`config.mk`:
```
export PLATFORM = sky130hd
export DESIGN_NAME = irq_trig_cond
export DESIGN_NICKNAME = d
export VERILOG_FILES = /design/src/rtl/irq_trig_pkg.sv /design/src/rtl/irq_trig_hist.sv /design/src/rtl/irq_trig_detect.sv /design/src/rtl/irq_trig_pend.sv /design/src/rtl/irq_trig_cond.sv
export SDC_FILE = /design/constraint.sdc
export NUM_CORES = 1
export LEC_CHECK = 0
export ABC_AREA = 0
export BUFFER_PORTS_ARGS = -buffer_cell sky130_fd_sc_hd__buf_2
export CORE_ASPECT_RATIO = 0.9
export CORE_MARGIN = 3
export CORE_UTILIZATION = 35
export DETAILED_ROUTE_END_ITERATION = 10
export PLACE_DENSITY = 0.65
export REMOVE_ABC_BUFFERS = 1
export SLEW_MARGIN = 40
export SYNTH_ARGS = -nofsm -noshare
export SYNTH_HDL_FRONTEND = slang
export SYNTH_SLANG_ARGS = --single-unit
export TNS_END_PERCENT = 5
```
`constraint.sdc`:
```
create_clock -name clk -period 1.1 [get_ports clk]
set_input_delay 0.165 -clock clk [delete_from_list [all_inputs] [get_ports clk]]
set_output_delay 0.165 -clock clk [all_outputs]
set_load 0.05 [all_outputs]
```
`src/rtl/irq_trig_pkg.sv`:
```
package irq_trig_pkg;

  localparam int unsigned DEF_LINES = 51;

  // power-up configuration vectors for a neighbouring register block
  localparam logic [63:0] PWRUP_SENSE_LVL = 64'h0000_1F07_FFF8_FFFF;
  localparam logic [63:0] PWRUP_DUAL_EDGE = 64'h0000_00F8_0007_0000;
  localparam logic [63:0] PWRUP_POLARITY  = 64'h0000_5F07_FFF8_FFFF;

  typedef enum logic [2:0] {
    TRIG_LVL_HI,
    TRIG_LVL_LO,
    TRIG_RISE,
    TRIG_FALL,
    TRIG_BOTH
  } trig_mode_e;

  function automatic trig_mode_e trig_decode(input logic lvl, input logic dual,
                                             input logic pol);
    if (lvl)       return pol ? TRIG_LVL_HI : TRIG_LVL_LO;
    else if (dual) return TRIG_BOTH;
    else           return pol ? TRIG_RISE : TRIG_FALL;
  endfunction

endpackage

```
`src/rtl/irq_trig_hist.sv`:
```
module irq_trig_hist #(
  parameter int unsigned N_LINES = irq_trig_pkg::DEF_LINES
) (
  input  logic               clk,
  input  logic               rst_n,
  input  logic [N_LINES-1:0] line_in,
  output logic [N_LINES-1:0] prev_lvl
);

  always_ff @(posedge clk or negedge rst_n) begin
    if (!rst_n) prev_lvl <= '0;
    else        prev_lvl <= line_in;
  end

  // history follows the lines in every mode
  p_hist_tracks_r10: assert property (@(posedge clk) disable iff (!rst_n)
    $past(rst_n) |-> (prev_lvl == $past(line_in)));

endmodule

```
`src/rtl/irq_trig_detect.sv`:
```
module irq_trig_detect #(
  parameter int unsigned N_LINES = irq_trig_pkg::DEF_LINES
) (
  input  logic [N_LINES-1:0] line_in,
  input  logic [N_LINES-1:0] prev_lvl,
  input  logic [N_LINES-1:0] sense_lvl,
  input  logic [N_LINES-1:0] dual_edge,
  input  logic [N_LINES-1:0] polarity,
  output logic [N_LINES-1:0] is_level,
  output logic [N_LINES-1:0] level_val,
  output logic [N_LINES-1:0] edge_hit
);
  import irq_trig_pkg::*;

  for (genvar i = 0; i < N_LINES; i++) begin : g_line
    trig_mode_e mode;
    always_comb begin
      mode         = trig_decode(sense_lvl[i], dual_edge[i], polarity[i]);
      is_level[i]  = 1'b0;
      level_val[i] = 1'b0;
      edge_hit[i]  = 1'b0;
      unique case (mode)
        TRIG_LVL_HI: begin is_level[i] = 1'b1; level_val[i] = line_in[i];  end
        TRIG_LVL_LO: begin is_level[i] = 1'b1; level_val[i] = ~line_in[i]; end
        TRIG_RISE:   edge_hit[i] = line_in[i] & ~prev_lvl[i];
        TRIG_FALL:   edge_hit[i] = ~line_in[i] & prev_lvl[i];
        TRIG_BOTH:   edge_hit[i] = line_in[i] ^ prev_lvl[i];
        default:     edge_hit[i] = 1'b0;
      endcase
    end
  end

endmodule

```
`src/rtl/irq_trig_pend.sv`:
```
module irq_trig_pend #(
  parameter int unsigned N_LINES = irq_trig_pkg::DEF_LINES
) (
  input  logic               clk,
  input  logic               rst_n,
  input  logic [N_LINES-1:0] is_level,
  input  logic [N_LINES-1:0] level_val,
  input  logic [N_LINES-1:0] edge_hit,
  input  logic [N_LINES-1:0] edge_clr,
  output logic [N_LINES-1:0] pend
);

  logic [N_LINES-1:0] pend_nxt;

  always_comb begin
    for (int i = 0; i < N_LINES; i++) begin
      if (is_level[i]) pend_nxt[i] = level_val[i];
      else             pend_nxt[i] = (pend[i] & ~edge_clr[i]) | edge_hit[i];
    end
  end

  always_ff @(posedge clk or negedge rst_n) begin
    if (!rst_n) pend <= '0;
    else        pend <= pend_nxt;
  end

  // edge bits rise only on a detected transition
  p_no_spurious_set_r3: assert property (@(posedge clk) disable iff (!rst_n)
    $past(rst_n) |-> ((pend & ~$past(pend) & ~$past(is_level) & ~$past(edge_hit)) == '0));

  // edge bits fall only under a clear
  p_sticky_r6: assert property (@(posedge clk) disable iff (!rst_n)
    $past(rst_n) |-> (($past(pend) & ~pend & ~$past(is_level) & ~$past(edge_clr)) == '0));

  // a clear with no new edge empties the bit
  p_clear_takes_r7: assert property (@(posedge clk) disable iff (!rst_n)
    $past(rst_n) |-> ((pend & $past(edge_clr & ~is_level & ~edge_hit)) == '0));

  // a detected edge wins over a simultaneous clear
  p_set_wins_r9: assert property (@(posedge clk) disable iff (!rst_n)
    $past(rst_n) |-> (($past(edge_hit & ~is_level) & ~pend) == '0));

endmodule

```
`src/rtl/irq_trig_cond.sv`:
```
module irq_trig_cond #(
  parameter int unsigned N_LINES = irq_trig_pkg::DEF_LINES
) (
  input  logic               clk,
  input  logic               rst_n,
  input  logic [N_LINES-1:0] line_in,
  input  logic [N_LINES-1:0] sense_lvl,
  input  logic [N_LINES-1:0] dual_edge,
  input  logic [N_LINES-1:0] polarity,
  input  logic [N_LINES-1:0] edge_clr,
  output logic [N_LINES-1:0] pend
);

  logic [N_LINES-1:0] prev_lvl;
  logic [N_LINES-1:0] is_level;
  logic [N_LINES-1:0] level_val;
  logic [N_LINES-1:0] edge_hit;

  irq_trig_hist #(.N_LINES(N_LINES)) u_hist (
    .clk      (clk),
    .rst_n    (rst_n),
    .line_in  (line_in),
    .prev_lvl (prev_lvl)
  );

  irq_trig_detect #(.N_LINES(N_LINES)) u_detect (
    .line_in   (line_in),
    .prev_lvl  (prev_lvl),
    .sense_lvl (sense_lvl),
    .dual_edge (dual_edge),
    .polarity  (polarity),
    .is_level  (is_level),
    .level_val (level_val),
    .edge_hit  (edge_hit)
  );

  irq_trig_pend #(.N_LINES(N_LINES)) u_pend (
    .clk       (clk),
    .rst_n     (rst_n),
    .is_level  (is_level),
    .level_val (level_val),
    .edge_hit  (edge_hit),
    .edge_clr  (edge_clr),
    .pend      (pend)
  );

  // level-sensed outputs track the line of the previous cycle (clear ignored)
  p_level_follow_r1: assert property (@(posedge clk) disable iff (!rst_n)
    $past(rst_n) |-> (((pend ^ $past(~(line_in ^ polarity))) & $past(sense_lvl)) == '0));

  // reset value of the pending vector
  p_reset_clear_r11: assert property (@(posedge clk)
    !rst_n |-> (pend == '0));

endmodule

```
==> results of run 1 <==
==> area by class of cell <==
cell class / count / area (um^2)
diodes: 1 / 2.50
clock buffers: 10 / 229
clock inverters: 6 / 45.0
fillers: 1705 / 8830
inverters: 204 / 766
multi-input cells: 408 / 3420
flip-flops and latches: 102 / 2550
well taps: 245 / 307
repair buffers: 363 / 2430
==> critical path, cell delays in order, from the launching register on <==
cell                      delay, ns
sky130_fd_sc_hd__dfrtp_1       0.39
sky130_fd_sc_hd__ha_2          0.33
sky130_fd_sc_hd__o22ai_1       0.06
sky130_fd_sc_hd__o31a_1        0.27
==> logic make-up after synthesis <==
kind of cell | share of synthesized area [%]
AO/OA/AOI/OAI | 11.4
XOR/XNOR | 6.67
AND/OR/NAND/NOR | 5.71
multiplexers | 7.62
adder cells (fa/ha/maj) | 19.0
buffers and inverters | 11.4
flip-flops | 38.1
==> metal layers <==
metal	vias to the layer above	routed length, um
met5	-	13
met4	2	215
met3	21	1150
met2	193	8630
met1	2694	7400
li1	3022	-
==> registers in the layout (all words and copies together), names as in the netlist <==
signal / count
u_hist.prev_lvl: 51
u_pend.pend: 51
==> per-stage QoR <==
step	utilization, %	setup slack [ns]	std cells	power, W
after detailed placement	46.6	-0.0378	1277	0.00745
after global routing	52.5	-0.118	1339	0.0116
after global placement	46.6	-0.0142	1277	0.00740
after CTS	52.2	-0.0436	1337	0.0111
after floorplan	-	-0.00562	714	0.00617
final	52.5	-0.0621	1339	0.0109
==> path summary, 6_finish.rpt <==
| path | start | endpoint | slack (ns) | depth (start not counted) |
|---|---|---|---|---|
| setup / recovery | u_hist.prev_lvl[13] | u_pend.pend[13] | -0.06 | 3 |
| hold / removal | sense_lvl[25] | u_pend.pend[25] | 0.05 | 2 |
| setup reg to reg | u_hist.prev_lvl[13] | u_pend.pend[13] | -0.06 | 3 |
| hold reg to reg | u_pend.pend[50] | u_pend.pend[50] | 0.71 | 3 |
| max in group asynchronous | rst_n | u_hist.prev_lvl[46] | 0.33 | 3 |
| min in group asynchronous | rst_n | u_pend.pend[35] | 0.27 | 2 |
==> cells in the mapped netlist <==
cell,instances
sky130_fd_sc_hd__dfrtp_1,102
sky130_fd_sc_hd__ha_1,102
sky130_fd_sc_hd__inv_1,204
sky130_fd_sc_hd__mux2i_1,51
sky130_fd_sc_hd__nand2_1,51
sky130_fd_sc_hd__nor2_1,51
sky130_fd_sc_hd__o22ai_1,51
sky130_fd_sc_hd__o31a_1,51
sky130_fd_sc_hd__xor2_1,51
==> power by group through the flow <==
stage / logic, W / registers (W) / clock network [W]
6_report: 0.00353 / 0.00430 / 0.00308
4_1_cts: 0.00355 / 0.00430 / 0.00323
3_3_place_gp: 0.00309 / 0.00431 / 0
3_5_place_dp: 0.00313 / 0.00432 / 0
2_1_floorplan: 0.00101 / 0.00516 / 0
5_1_grt: 0.00386 / 0.00435 / 0.00337
==> timing repair <==
item	in CTS	in global routing
hold buffers	44	1
pin swaps	0	2
endpoints found under the setup margin	98	98
resized for setup	103	12
hold endpoints to repair	71	1
==> impl_metrics.yaml, run 1 <==
status:
  status: "complete, but fails checks"
  violations: "setup timing"
floorplan:
  die_height_um: 137
  row_cnt: 47
  die_area_um2: 20800
  die-width_um: 152
  num_io_pins: 308
  placeableCoreArea_um2: 18600
  effective_utilization_at_floorplan_pct: 36.1
global_routing:
  gr-usage-met2_pct: 28.6
  met3_usage_grt_pct: 5.40
  via_count_of_the_first_global_routing_pass: 5852
  grt_antenna_before_repair: 2
  met1_usage_pct: 19.6
  grt_max_degree: 35
  grtUsageTotal_pct: 16.3
  grt-busiest-layer: "met2"
  grt_first_pass_wirelength_mm: 27.8
  grt_remaining_overflow: 0
worst_hold_path:
  hold_path_class: "in -> reg"
power_and_ir_drop:
  seq_power_share_pct: 39.4
  power.combinational.fraction_pct: 32.4
  swShare_pct: 34.0
  netSwitchingPower_w: 0.00371
  intPower_w: 0.00721
  power.static_leakage_nw: 5.66
  total_power_divided_by_cell_area_nw_per_um2: 1120
  clkPwrFrac_pct: 28.2
  irDropWorstVdd_uv: 805
sta:
  final_hold_fails: 0
  grt_setup_unrepaired: "true"
  fmax_ghz: 0.861
  maxSlewViolCount: 0
  finalSetupViolCount: 42
  layout_worst_path_cycle_share_pct: 106
  setup_ws_ns: -0.0621
  hold-worst-slack_ns: 0.0540
  timing.setup.tns_ns: -0.625
  tightest_pin_transition_ns: 0.327
  worst_slew_margin_rel_pct: 78.2
  timing.clock.skew_ns: 0.00947
  finalWorstPathRequiredPeriod_ns: 1.16
detailed_routing:
  wire_per_inst_um: 13.0
  number_of_routed_nets_with_antenna_violations: 0
  firstDrtPassIters: 4
  detail_route.iter0.violations: 174
  post_drt_via_cell_ratio: 4.43
  vias: 5932
  route.detailed.drc: 0
  wl_mm: 17.4
yosys:
  syn-cell-area_um2: 6700
  synth_top_cell_area_share_pct: 38.1
  yosys.area.top_type: "sky130_fd_sc_hd__dfrtp_1"
  synth_seq_area_share_pct: 38.1
  ys.warnings.count: 0
  syn_area_per_cell_um2: 9.38
  yosys_register_bits: 102
  synth.area.top_cells: "sky130_fd_sc_hd__dfrtp_1 (38%), sky130_fd_sc_hd__ha_1 (19%), sky130_fd_sc_hd__inv_1 (11%)"
  netlist-cell-type-count: 9
  synth_cells: 714
placement:
  routabilityCongestion: 0.839
  place_hpwl_mm: 14.1
  postPlaceCellArea_um2: 8670
  buffer_ports.inserted: 307
cells_and_area:
  post_route_cell_area_um2: 9750
  area.growth.synth_to_final_pct: 45.6
  commonest_cells_after_routing_fill_and_taps_aside: "sky130_fd_sc_hd__buf_2 (255), sky130_fd_sc_hd__inv_1 (204), sky130_fd_sc_hd__dfrtp_1 (102)"
  drive_gt1_share_pct: 31.7
  nets_final: 1447
  layout_commonest_cell: "sky130_fd_sc_hd__buf_2"
job:
  drv.max_cap_violation_count: 0
cts:
  cts_root_buf: "sky130_fd_sc_hd__clkbuf_16"
  numClockSinks: 102
  clkSlewWorstSetupHoldPaths_ns: 0.08
  cts_tree: "built"
  post-cts-setup-buffers: 0
  clock_insertion_delay_worst_skew_ns: 0.35
  ctsLongestPathBuffers: 2
  numCtsBuffers: 9
  cts_max_level: 3
critical_path:
  critical_path.max_fanout: 2
  worst-setup-path-type: "reg -> reg"
  critPathArrivalTime_ns: 1.40
  crit_required_ns: 1.34
  worstSetupStartpointType: "register"
  critPathCaptureType: "register"
(Power assumes the default switching activity.)
==> run 2: changes to the inputs <==
--- a/config.mk
+++ b/config.mk
@@ -11,7 +11,6 @@
 export CORE_MARGIN = 3
 export CORE_UTILIZATION = 35
 export DETAILED_ROUTE_END_ITERATION = 10
-export PLACE_DENSITY = 0.65
 export REMOVE_ABC_BUFFERS = 1
 export SLEW_MARGIN = 40
 export SYNTH_ARGS = -nofsm -noshare
==> constraint.sdc (replaced) <==
create_clock -name clk -period 1.15 [get_ports clk]
set_input_delay 0.1725 -clock clk [delete_from_list [all_inputs] [get_ports clk]]
set_output_delay 0.1725 -clock clk [all_outputs]
set_load 0.05 [all_outputs]
==> run 2 against run 1 <==
- the flow still finishes with violations (setup timing)
- die area did not move
- clock power rose by 17%
- clock skew rose by 0.00077 ns
- first-iteration DRC count fell by 16%
- cell count barely moved
- global-route usage rose by 0.15 points
- worst setup slack improved by 0.061 ns
- critical endpoint is now u_pend.pend[4]
==> impl_metrics.yaml, run 2 (synthesis gave the netlist of run 1 again) <==
detailed_routing:
  wire_per_inst_um: 13.1
  post_drt_via_cell_ratio: 4.41
  wl_mm: 17.6
  route.detailed.drc: 0
  detail_route.iter0.violations: 146
  number_of_routed_nets_with_antenna_violations: 0
  vias: 5897
  firstDrtPassIters: 4
critical_path:
  worstRegToRegCells: 3
  r2r_setup_slack_ns: -0.0007
  critical_path.max_fanout: 2
  crit_required_ns: 1.38
  worst_path_max_delay_cell: "sky130_fd_sc_hd__dfrtp_1"
  worstSetupStartpointType: "register"
  timing.rr.end: "u_pend.pend[4]"
  critical_path.startpoint: "u_hist.prev_lvl[4]"
  timing.critical_path.cells: "ha_2 -> o22ai_1 -> o31a_1"
  critical_path.reg2reg.startpoint: "u_hist.prev_lvl[4]"
  path_delay_family: "flip-flops"
  critPathArrivalTime_ns: 1.38
  worst-setup-path-type: "reg -> reg"
  critPathCaptureType: "register"
  critical_path.max_stage_delay_ns: 0.39
  cp-endpoint: "u_pend.pend[4]"
  buf_inv_on_cp: 0
  cp_num_cells: 3
power_and_ir_drop:
  irDropWorstVdd_uv: 669
  total_power_divided_by_cell_area_nw_per_um2: 1130
  power.static_leakage_nw: 5.64
cts:
  post-cts-setup-buffers: 0
  cts_tree: "built"
  clkSlewWorstSetupHoldPaths_ns: 0.08
  cts_root_buf: "sky130_fd_sc_hd__clkbuf_16"
  ctsLongestPathBuffers: 2
  numClockSinks: 102
  clock_insertion_delay_worst_skew_ns: 0.35
  numCtsBuffers: 9
  cts_max_level: 3
status:
  violations: "setup timing"
  status: "complete, but fails checks"
job:
  drv.max_cap_violation_count: 0
global_routing:
  grt_max_degree: 37
  via_count_of_the_first_global_routing_pass: 5878
  grtUsageTotal_pct: 16.5
  grt_antenna_before_repair: 0
  grt_first_pass_wirelength_mm: 28.1
  grt_remaining_overflow: 0
placement:
  postPlaceCellArea_um2: 8600
  place_hpwl_mm: 14.4
  buffer_ports.inserted: 307
  dp.cells: 1270
  routabilityCongestion: 0.843
cells_and_area:
  nets_final: 1447
  layout.cells.non_filler: 1338
  area.growth.synth_to_final_pct: 44.2
  drive_gt1_share_pct: 30.8
  layout_commonest_cell: "sky130_fd_sc_hd__buf_2"
  top_regs: "u_hist.prev_lvl x51, u_pend.pend x51"
  commonest_cells_after_routing_fill_and_taps_aside: "sky130_fd_sc_hd__buf_2 (255), sky130_fd_sc_hd__inv_1 (203), sky130_fd_sc_hd__dfrtp_1 (102)"
  post_route_cell_area_um2: 9660
floorplan:
  num_io_pins: 308
  die-width_um: 152
  die_area_um2: 20800
  placeableCoreArea_um2: 18600
  effective_utilization_at_floorplan_pct: 36.1
  die_height_um: 137
  row_cnt: 47
sta:
  finalSetupViolCount: 1
  fmax_ghz: 0.869
  grt_setup_unrepaired: "true"
  tightest_pin_transition_ns: 0.256
  final_hold_fails: 0
  finalWorstPathRequiredPeriod_ns: 1.15
  timing.clock.skew_ns: 0.0102
  setup_ws_ns: -0.000746
  worst_slew_margin_rel_pct: 82.9
  layout_worst_path_cycle_share_pct: 100
  maxSlewViolCount: 0
  timing.setup.tns_ns: -0.000746
worst_hold_path:
  min_from: "sense_lvl[12]"
  hold_path_class: "in -> reg"
[run 2: cell types whose count changed in the layout (fill, tap and decap cells not counted), sizes merged]
cell	before	now
buf	318	305
dlygate4sd3	45	52
bufinv	0	3
inv	206	205
clkinvlp	3	1
clkinv	1	0
clkbuf	10	16
[run 2: worst reg2reg max path, stage by stage (launching register included)]
cell	delay, ns
sky130_fd_sc_hd__dfrtp_1	0.39
sky130_fd_sc_hd__ha_2	0.32
sky130_fd_sc_hd__o22ai_1	0.06
sky130_fd_sc_hd__o31a_1	0.27
[run 2: how the worst min path moves through the flow]
| stage | to | slack, ns | cells after the start |
|---|---|---|---|
| detailed placement | u_hist.prev_lvl[30] | 0.06 | 1 |
| CTS | u_pend.pend[12] | 0.04 | 2 |
| floorplan | u_hist.prev_lvl[0] | -0.12 | 0 |
| global route | u_pend.pend[12] | 0.04 | 2 |
| global placement | u_hist.prev_lvl[30] | 0.06 | 1 |
| finish | u_pend.pend[12] | 0.06 | 2 |
[run 2: repair_timing]
item                                    4_1_cts  5_1_grt
hold buffers                                 52        0
pin swaps                                     0        6
gates resized for setup                      46       26
endpoints found under the setup margin       43       58
gates cloned                                  0        0
endpoints found under the hold margin       132        0
[run 2: final cells by class]
type / count / area, um^2
flip-flops and latches: 102 / 2550
diodes: 1 / 2.50
well taps: 245 / 307
fillers: 1766 / 8920
clock inverters: 5 / 106
multi-input cells: 408 / 3420
clock buffers: 10 / 239
inverters: 204 / 766
repair buffers: 363 / 2270
[run 2: layer usage]
metal,wire (um),track usage [%],vias up
met5,0,0,-
met4,224,4.34,0
met3,1390,5.34,17
met2,8320,28.2,198
met1,7620,20.2,2660
li1,-,-,3022
[run 2: power breakdown]
group,switching (W),leakage (nW),internal [W],total [W]
Clock,0.00141,0.165,0.00219,0.00359
Combinational,0.00186,4.30,0.00138,0.00324
Sequential,0.000190,1.17,0.00390,0.00409
Total,0.00346,5.64,0.00747,0.0109
[run 2: stage by stage]
step,util (%),total power (W),hold slack (ns),setup slack [ns]
6_report,52.0,0.0109,0.0628,-0.000746
2_1_floorplan,-,0.00590,-0.123,0.0444
3_5_place_dp,46.3,0.00711,0.0628,0.0177
4_1_cts,51.6,0.0111,0.0401,-0.00357
5_1_grt,52.0,0.0116,0.0424,-0.0587
3_3_place_gp,46.3,0.00707,0.0643,0.0276
==> run 3: changes to the inputs <==
--- a/config.mk
+++ b/config.mk
@@ -9,8 +9,9 @@
 export BUFFER_PORTS_ARGS = -buffer_cell sky130_fd_sc_hd__buf_2
 export CORE_ASPECT_RATIO = 0.9
 export CORE_MARGIN = 3
-export CORE_UTILIZATION = 35
+export CORE_UTILIZATION = 40
 export DETAILED_ROUTE_END_ITERATION = 10
+export PLACE_DENSITY = 0.7
 export REMOVE_ABC_BUFFERS = 1
 export SLEW_MARGIN = 40
 export SYNTH_ARGS = -nofsm -noshare
==> run 3 against run 2 <==
- the flow now finishes without violations
- cell count decreased by 3.1%
- critical endpoint is now u_pend.pend[1]
- routed wire length decreased by 4.3%
- register-to-register slack about the same
- critical path type unchanged
- clock power decreased by 16%
- worst setup slack improved by 0.0043 ns
- non-clock buffer count decreased by 2
- clock skew decreased by 0.0045 ns
- first-iteration DRC count decreased by 28%
==> impl_metrics.yaml, run 3 (synthesis gave the netlist of run 1 again) <==
cells_and_area:
  top_regs: "u_hist.prev_lvl x51, u_pend.pend x51"
  nets_final: 1445
  multi_input_comb_area_um2: 3400
  count_of_filler_cells_inserted_in_the_layout: 1425
  layout_commonest_cell: "sky130_fd_sc_hd__buf_2"
  area.growth.synth_to_final_pct: 41.7
  drive_gt1_share_pct: 30.4
  post_route_cell_area_um2: 9490
  commonest_cells_after_routing_fill_and_taps_aside: "sky130_fd_sc_hd__buf_2 (256), sky130_fd_sc_hd__inv_1 (204), sky130_fd_sc_hd__dfrtp_1 (102)"
  final-seq-area_um2: 2550
cts:
  ctsLongestPathBuffers: 2
  cts_tree: "built"
  clock_insertion_delay_worst_skew_ns: 0.34
  numClockSinks: 102
  cts_root_buf: "sky130_fd_sc_hd__clkbuf_16"
  clkSlewWorstSetupHoldPaths_ns: 0.07
  numCtsBuffers: 9
  cts_max_level: 3
sta:
  layout_worst_path_cycle_share_pct: 99.7
  timing.setup.tns_ns: 0
  finalSetupViolCount: 0
  worst_slew_margin_rel_pct: 79.4
  finalWorstPathRequiredPeriod_ns: 1.15
  grt_setup_unrepaired: "true"
  fmax_ghz: 0.872
  final_hold_fails: 0
  tightest_pin_transition_ns: 0.309
  maxSlewViolCount: 0
  timing.clock.skew_ns: 0.00577
floorplan:
  effective_utilization_at_floorplan_pct: 41.1
  die-width_um: 142
  num_io_pins: 308
  row_cnt: 44
  placeableCoreArea_um2: 16300
  die_height_um: 129
  die_area_um2: 18300
critical_path:
  crit_required_ns: 1.38
  worstRegToRegCells: 3
  critPathArrivalTime_ns: 1.37
  worst_path_max_delay_cell: "sky130_fd_sc_hd__dfrtp_1"
  timing.critical_path.cells: "ha_1 -> o22ai_1 -> o31a_1"
  critical_path.max_stage_delay_ns: 0.39
  critPathCaptureType: "register"
  critical_path.reg2reg.startpoint: "u_hist.prev_lvl[1]"
  worstSetupStartpointType: "register"
  timing.rr.end: "u_pend.pend[1]"
  worst-setup-path-type: "reg -> reg"
  r2r_setup_slack_ns: 0.004
  critical_path.max_fanout: 2
detailed_routing:
  wl_mm: 16.8
  firstDrtPassIters: 4
  route.detailed.drc: 0
  vias: 5971
  wire_per_inst_um: 12.9
  post_drt_via_cell_ratio: 4.60
  number_of_routed_nets_with_antenna_violations: 0
  detail_route.iter0.violations: 105
status:
  status: "finished, final reports clean"
placement:
  routabilityCongestion: 0.819
  postPlaceCellArea_um2: 8540
  buffer_ports.inserted: 307
  place_hpwl_mm: 13.3
power_and_ir_drop:
  power.static_leakage_nw: 5.58
  total_power_divided_by_cell_area_nw_per_um2: 1080
  irDropWorstVdd_uv: 712
global_routing:
  grt_remaining_overflow: 0
  grt_first_pass_wirelength_mm: 26.7
  grt_max_degree: 54
  grt_antenna_before_repair: 2
  via_count_of_the_first_global_routing_pass: 5878
  grtUsageTotal_pct: 18.0
worst_hold_path:
  hold_path_class: "in -> reg"
  min_from: "sense_lvl[50]"
  min_delay_path_depth: 2
  hold_path_end: "u_pend.pend[50]"
job:
  drv.max_cap_violation_count: 0
[run 3: per-layer routing]
| metal | vias to the layer above | part of all wire, % | GRT usage, % |
|---|---|---|---|
| met2 | 193 | 50 | 31.9 |
| met5 | - | 0.077 | 0 |
| met4 | 2 | 2.2 | 6.15 |
| li1 | 3018 | - | - |
| met3 | 25 | 6.7 | 4.91 |
| met1 | 2733 | 42 | 21.0 |
[run 3: stage by stage]
stage	utilization, %	hold slack [ns]	total power [W]	setup slack (ns)	std cells
CTS	57.8	0.0477	0.0104	0.000605	1296
detailed placement	52.4	0.198	0.00708	0.0239	1230
floorplan	-	-0.123	0.00590	0.0444	714
global placement	52.4	0.197	0.00703	0.0415	1230
global route	58.2	0.0466	0.0109	-0.0532	1297
finish	58.2	0.0694	0.0103	0.00351	1297
[run 3: final cells by class]
class / instances / share of cell area [%]
antenna: 1 / 0.0264
clock buffer: 10 / 2.41
clock inverter: 4 / 0.527
inverter: 204 / 8.07
multi-input combinational: 408 / 35.9
sequential: 102 / 26.9
tap: 207 / 2.73
timing repair buffer: 361 / 23.5
[run 3: power breakdown]
part / internal, W / switching, W
combinational: 0.00135 / 0.00186
clock: 0.00166 / 0.00134
sequential: 0.00390 / 0.000178
[run 3: worst max-delay path by stage]
stage	start	to	depth (start not counted)
detailed placement	u_hist.prev_lvl[11]	u_pend.pend[11]	5
global route	u_hist.prev_lvl[11]	u_pend.pend[11]	5
finish	u_hist.prev_lvl[1]	u_pend.pend[1]	3
CTS	u_pend.pend[35]	pend[35]	1
floorplan	u_pend.pend[0]	u_pend.pend[0]	3
global placement	u_hist.prev_lvl[43]	u_pend.pend[43]	3
[run 3: timing repair]
item                                    4_1_cts  5_1_grt
pin swaps                                     0        6
resized for setup                            30       38
hold endpoints to repair                    153        0
endpoints found under the setup margin       30       69
buffers inserted                              0        0
hold buffers                                 52        0
[run 3: critical path, delay by kind of cell, from the launching register on]
family / cells / cell delay, ns
AOI/OAI and AO/OA: 2 / 0.35
adders and majority gates: 1 / 0.29
DFF: 1 / 0.39
